--- config.mk ---
export PLATFORM = sky130hd
export DESIGN_NAME = quad_half_unpack
export DESIGN_NICKNAME = d
export VERILOG_FILES = /design/src/rtl/hcvt_pkg.sv /design/src/rtl/hcvt_lead_one.sv /design/src/rtl/hcvt_lane.sv /design/src/rtl/hcvt_out_reg.sv /design/src/rtl/quad_half_unpack.sv
export SDC_FILE = /design/constraint.sdc
export NUM_CORES = 1
export LEC_CHECK = 0
export BUFFER_PORTS_ARGS = -buffer_cell sky130_fd_sc_hd__buf_2
export CORE_MARGIN = 2
export CORE_UTILIZATION = 34
export CTS_CLUSTER_DIAMETER = 200
export DETAILED_ROUTE_END_ITERATION = 8
export PLACE_DENSITY = 0.58
export SYNTH_ARGS = -nofsm -noshare
export SYNTH_HDL_FRONTEND = slang
export SYNTH_SLANG_ARGS = --single-unit
--- constraint.sdc ---
create_clock -name clk -period 5.15 [get_ports clk]
set_clock_uncertainty 0.15 [all_clocks]
set_input_delay 0.2575 -clock clk [delete_from_list [all_inputs] [get_ports clk]]
set_output_delay 0.2575 -clock clk [all_outputs]
set_load 0.03 [all_outputs]
--- src/rtl/hcvt_pkg.sv ---
package hcvt_pkg;

   // Half-precision field layout
   localparam int H_W      = 16;
   localparam int H_EXP_W  = 5;
   localparam int H_MAN_W  = 10;
   localparam int H_BIAS   = 15;

   // Single-precision field layout
   localparam int S_W      = 32;
   localparam int S_EXP_W  = 8;
   localparam int S_MAN_W  = 23;
   localparam int S_BIAS   = 127;

   // Derived conversion constants
   localparam int MAN_PAD     = S_MAN_W - H_MAN_W;              // 13
   localparam int REBIAS      = S_BIAS - H_BIAS;                // 112
   localparam int SUB_BASE    = S_BIAS - (H_BIAS - 1) - H_MAN_W; // 103
   localparam int LEAD_IDX_W  = $clog2(H_MAN_W);
   localparam int SHAMT_W     = $clog2(H_MAN_W + 1);

   typedef enum logic [1:0] {
      CLS_ZERO_SUB = 2'd0,
      CLS_NORMAL   = 2'd1,
      CLS_SPECIAL  = 2'd2
   } lane_cls_t;

   typedef struct packed {
      logic               sign;
      logic [H_EXP_W-1:0] exp;
      logic [H_MAN_W-1:0] man;
   } half_t;

   typedef struct packed {
      logic               sign;
      logic [S_EXP_W-1:0] exp;
      logic [S_MAN_W-1:0] man;
   } single_t;

endpackage

--- src/rtl/hcvt_lead_one.sv ---
module hcvt_lead_one #(
   parameter int W     = 10,
   parameter int IDX_W = (W > 1) ? $clog2(W) : 1
) (
   input  logic [W-1:0]     vec,
   output logic [IDX_W-1:0] idx,
   output logic             found
);

   if (W < 2) begin : g_bad_width
      $error("hcvt_lead_one: W must be at least 2");
   end

   // Scan low to high so the highest set bit is the last to win.
   always_comb begin
      idx   = '0;
      found = 1'b0;
      for (int i = 0; i < W; i++) begin
         if (vec[i]) begin
            idx   = IDX_W'(i);
            found = 1'b1;
         end
      end
   end

endmodule

--- src/rtl/hcvt_lane.sv ---
module hcvt_lane
   import hcvt_pkg::*;
(
   input  logic [H_W-1:0] half_in,
   output logic [S_W-1:0] single_out,
   output lane_cls_t      cls
);

   half_t               h;
   single_t             s;
   logic                exp_zero;
   logic                exp_ones;
   logic [LEAD_IDX_W-1:0] lead_idx;
   logic                lead_found;
   logic [SHAMT_W-1:0]  shamt;
   logic [H_MAN_W-1:0]  norm_man;
   logic [S_EXP_W-1:0]  sub_exp;
   logic [S_EXP_W-1:0]  nrm_exp;

   assign h        = half_t'(half_in);
   assign exp_zero = (h.exp == '0);
   assign exp_ones = &h.exp;

   // Class select from the exponent field only
   always_comb begin
      if (exp_ones)      cls = CLS_SPECIAL;
      else if (exp_zero) cls = CLS_ZERO_SUB;
      else               cls = CLS_NORMAL;
   end

   hcvt_lead_one #(
      .W     (H_MAN_W),
      .IDX_W (LEAD_IDX_W)
   ) i_lead (
      .vec   (h.man),
      .idx   (lead_idx),
      .found (lead_found)
   );

   // Subnormal: push the leading one out of the top, it becomes implicit
   assign shamt    = SHAMT_W'(H_MAN_W - int'(lead_idx));
   assign norm_man = h.man << shamt;
   assign sub_exp  = S_EXP_W'(SUB_BASE + int'(lead_idx));
   assign nrm_exp  = S_EXP_W'(int'(h.exp) + REBIAS);

   always_comb begin
      s.sign = h.sign;
      s.exp  = '0;
      s.man  = '0;
      unique case (cls)
         CLS_SPECIAL: begin
            s.exp = '1;
            s.man = {h.man, {MAN_PAD{1'b0}}};
         end
         CLS_NORMAL: begin
            s.exp = nrm_exp;
            s.man = {h.man, {MAN_PAD{1'b0}}};
         end
         default: begin
            if (lead_found) begin
               s.exp = sub_exp;
               s.man = {norm_man, {MAN_PAD{1'b0}}};
            end
         end
      endcase
   end

   assign single_out = S_W'(s);

endmodule

--- src/rtl/hcvt_out_reg.sv ---
module hcvt_out_reg #(
   parameter int W = 128
) (
   input  logic         clk,
   input  logic         rst,
   input  logic         load,
   input  logic [W-1:0] d,
   output logic         valid_q,
   output logic [W-1:0] q
);

   if (W < 1) begin : g_bad_width
      $error("hcvt_out_reg: W must be positive");
   end

   always_ff @(posedge clk) begin
      if (rst) begin
         valid_q <= 1'b0;
         q       <= '0;
      end else begin
         valid_q <= load;
         if (load) q <= d;
      end
   end

endmodule

--- src/rtl/quad_half_unpack.sv ---
module quad_half_unpack
   import hcvt_pkg::*;
#(
   parameter int LANES = 4,
   localparam int IN_W  = LANES * H_W,
   localparam int OUT_W = LANES * S_W
) (
   input  logic             clk,
   input  logic             rst,
   input  logic             in_valid,
   input  logic [IN_W-1:0]  in_data,
   output logic             out_valid,
   output logic [OUT_W-1:0] out_data
);

   if (LANES < 1 || LANES > 16) begin : g_bad_lanes
      $error("quad_half_unpack: LANES must be 1..16");
   end

   logic [S_W-1:0] lane_word [LANES];
   lane_cls_t      lane_cls  [LANES];
   logic [OUT_W-1:0] packed_out;

   for (genvar i = 0; i < LANES; i++) begin : g_lane
      hcvt_lane i_lane (
         .half_in    (in_data[H_W*i +: H_W]),
         .single_out (lane_word[i]),
         .cls        (lane_cls[i])
      );
      assign packed_out[S_W*i +: S_W] = lane_word[i];

      // Per-lane checks against the lane's input fields
      assert_sign_R2: assert property (@(posedge clk) disable iff (rst)
         lane_word[i][S_W-1] == in_data[H_W*i + H_W - 1]);

      assert_normal_range_R3: assert property (@(posedge clk) disable iff (rst)
         (in_data[H_W*i + H_MAN_W +: H_EXP_W] != '0 &&
          in_data[H_W*i + H_MAN_W +: H_EXP_W] != '1)
         |-> (lane_word[i][S_MAN_W +: S_EXP_W] > S_EXP_W'(REBIAS) &&
              lane_word[i][S_MAN_W +: S_EXP_W] < S_EXP_W'(REBIAS + 31) &&
              lane_word[i][MAN_PAD-1:0] == '0));

      assert_special_exp_R4: assert property (@(posedge clk) disable iff (rst)
         (in_data[H_W*i + H_MAN_W +: H_EXP_W] == '1)
         |-> (lane_word[i][S_MAN_W +: S_EXP_W] == '1));

      assert_payload_kept_R5: assert property (@(posedge clk) disable iff (rst)
         (in_data[H_W*i + H_MAN_W +: H_EXP_W] == '1)
         |-> (lane_word[i][S_MAN_W-1 -: H_MAN_W] == in_data[H_W*i +: H_MAN_W] &&
              lane_word[i][MAN_PAD-1:0] == '0));

      assert_signed_zero_R6: assert property (@(posedge clk) disable iff (rst)
         (in_data[H_W*i +: H_W-1] == '0) |-> (lane_word[i][S_W-2:0] == '0));

      assert_sub_range_R7: assert property (@(posedge clk) disable iff (rst)
         (in_data[H_W*i + H_MAN_W +: H_EXP_W] == '0 &&
          in_data[H_W*i +: H_MAN_W] != '0)
         |-> (lane_word[i][S_MAN_W +: S_EXP_W] >= S_EXP_W'(SUB_BASE) &&
              lane_word[i][S_MAN_W +: S_EXP_W] <= S_EXP_W'(REBIAS) &&
              lane_cls[i] == CLS_ZERO_SUB));
   end

   hcvt_out_reg #(
      .W (OUT_W)
   ) i_out (
      .clk     (clk),
      .rst     (rst),
      .load    (in_valid),
      .d       (packed_out),
      .valid_q (out_valid),
      .q       (out_data)
   );

   assert_valid_follow_R8: assert property (@(posedge clk) disable iff (rst)
      in_valid |=> out_valid);

   assert_valid_idle_R8: assert property (@(posedge clk) disable iff (rst)
      !in_valid |=> !out_valid);

   assert_data_hold_R8: assert property (@(posedge clk) disable iff (rst)
      !in_valid |=> $stable(out_data));

   assert_reset_clear_R9: assert property (@(posedge clk)
      rst |=> (!out_valid && out_data == '0));

endmodule

==> results.cfg <==
[synth]
yosys.area.top_type_share_pct = 24.88
synthTopCellsByArea = dfxtp_1, nor2_1, buf_4, a211oi_1, nand2_1
avgSynthCellArea_sq_um = 7.297
synthesis.area_sq_um = 5874
yosysSeqAreaShare_pct = 24.88
synth_seq_cells = 73
synth_top_cell_by_area = dfxtp_1
yosysWarnings = 0
syn_inst = 805
synth-main-ff-cell = dfxtp_1
synthDistinctLibCells = 80
synth-edff-count = 0
synthArstFlopShare_pct = 0

[sta]
finalCriticalPeriod_ns = 3.174
whs_ns = 0.01683
relSlewSlack_pct = 31.81
worst_pin_slew_ns = 1.016
fmax_mhz = 315.0
setup-violations-final = 0
period_share_pct = 61.64
hold_viol = 0
rsz0062_at_grt = no
tns_ns = 0
slew_violations = 0

[grt]
grt_use_total_pct = 18.77
antenna_found_initial = 0
grt_pass1_wl_um = 28010
grt.overflow.total = 0
grt_max_degree = 80
grt_pass1_vias = 5325

[clock_tree]
numCtsBuffers = 9
cts.htree.levels = 3
clock_latency_ns = 0.34
path_clk_slew_ns = 0.06
cts_tree = yes
cts_setup_buffers = 0
clockRootBuffer = clkbuf_16
cts_num_sinks = 73
clockBufferDepth = 2

[finish]
area_delta_synth_final_pct = 15.61
fin_cells = 1132
post_route_cells_drive_above_1_share_pct = 19.29
nets = 977
diodes = 0
utilization_pct = 39.68

[status]
status = completed

[worst_setup_path]
crit_arrival_ns = 3.29
criticalPathCategory = input port to register
cp-end-kind = register
start_kind = input port
required_ns = 5.27
critical_path_peak_fanout = 17

[floorplan]
die_area_sq_um = 18350
start_util_pct = 34.32
coreArea_sq_um = 17120
die_x_um = 135.4
io_pins = 196
rows = 48
fp.dieH_um = 135.4

[drt]
drt_iter0_markers = 433
vias_per_cell = 5.533
dr.pass1.iters = 6
drc = 0
drt_wl_total_um = 17780
antenna_left = 0
dr_total_vias = 6263
detail_route.wl_per_cell_um = 15.71

[pwr]
p_leak_nw = 3.028
max-vdd-ir-drop_mv = 0.1474
power_mw = 1.901
pwr_density_cell_nw_per_um2 = 279.9

[placement]
dp.cells = 1113
io_buffers = 143
post-dp-hpwl_um = 12840
gp_congestion = 0.8858

[hold_path]
hp-class = input port to register

[run]
timing.max_cap.violations = 0
## layout by cell type, fill, tap and decap left out, drive strengths merged, types with 8 or more instances in the layout
cell	netlist	routed
a211oi	36	36
a21oi	31	31
a31oi	22	22
buf	66	146
clkbuf	48	12
conb	1	52
dfxtp	73	73
ha	8	8
inv	37	37
mux2i	17	17
nand2	48	48
nand2b	20	20
nand3	26	26
nor2	118	118
nor2b	13	13
nor3	31	31
nor4	9	9
o211ai	9	9
o21ai	26	26
o22ai	8	8
or3	13	13
## path summary, 6_finish.rpt
path	start	endpoint	slack [ns]	cells after the start
max reg2reg	i_out.q[118]$_SDFFE_PP0P_	i_out.q[118]$_SDFFE_PP0P_	3.97	4
min	in_data[63]	i_out.q[127]$_SDFFE_PP0P_	0.02	3
max	in_data[24]	i_out.q[54]$_SDFFE_PP0P_	1.98	9
min reg2reg	i_out.q[45]$_SDFFE_PP0P_	i_out.q[45]$_SDFFE_PP0P_	0.32	2
## per-layer routing
layer,GRT usage (%),vias up,wire [um],share of wire [%]
met5,0,-,0,0
met4,6.481,0,294,1.7
met3,2.806,25,1058,5.9
met2,28.14,258,8003,45
li1,-,3040,-,-
met1,27.33,2940,8426,47
## worst max-delay path, cell delays in order
cell and delay [ns]:
buf_2 0.13, nor2b_1 0.18, nor3_1 0.72, a21oi_4 0.23, ha_1 0.68, nand3_1 0.21
or4b_1 0.52, o211a_1 0.22, o22ai_1 0.13
## registers in the layout (all words and copies together) (netlist names)
name	flops
i_out.q	72
i_out.valid_q	1
## repair_timing
action	4_1_cts	5_1_grt
gates resized for setup	0	0
endpoints found under the setup margin	0	0
hold buffers	3	0
hold endpoints to repair	3	0
## through the flow
stage,instance area [sq um],setup WS [ns]
after floorplan,6066,2.122
after global placement,6439,1.691
after detailed placement,6439,1.708
after CTS,6792,2.061
after global routing,6792,1.826
final,6792,1.976
## Yosys cell counts (all sizes together) (6+ instances only)
cell type	number
nand3	26
a211oi	36
ha	8
buf	66
nand2b	20
o21ai	26
o31ai	7
a311oi	6
clkbuf	48
nor2	118
o21a	7
nand2	48
mux2i	17
inv	37
dfxtp	73
or3	13
a31oi	22
o211ai	9
nor3b	6
a21oi	31
nor3	31
o22ai	8
nor4	9
xor2	6
nor2b	13
## cells by family (layout without fill, tap and decap cells)
| logic type | after synthesis | count (layout) | share of synthesized area, % |
|---|---|---|---|
| buffers and inverters | 152 | 203 | 13.48 |
| adder cells (fa/ha/maj) | 8 | 8 | 1.704 |
| other | 1 | 52 | 0.06384 |
| AO/OA/AOI/OAI | 234 | 234 | 29.35 |
| XOR/XNOR | 11 | 11 | 1.768 |
| flip-flops | 73 | 73 | 24.88 |
| multiplexers | 22 | 22 | 4.238 |
| AND/OR/NAND/NOR | 304 | 304 | 24.52 |
## where the power goes
part	internal (mW)	switching, mW	leakage (nW)
sequential	0.605	0.0199	0.606
combinational	0.178	0.402	2.27
clock	0.439	0.257	0.153
total	1.22	0.679	3.03
## layout make-up
type	count	area [sq um]
sequential	73	1461
clock inverter	4	76.32
fill	1866	10320
timing repair buffer	149	770.7
clock buffer	12	246.5
multi-input combinational	631	3812
inverter	38	142.6
tap	225	281.5
Power figures use the tool's default switching activity.
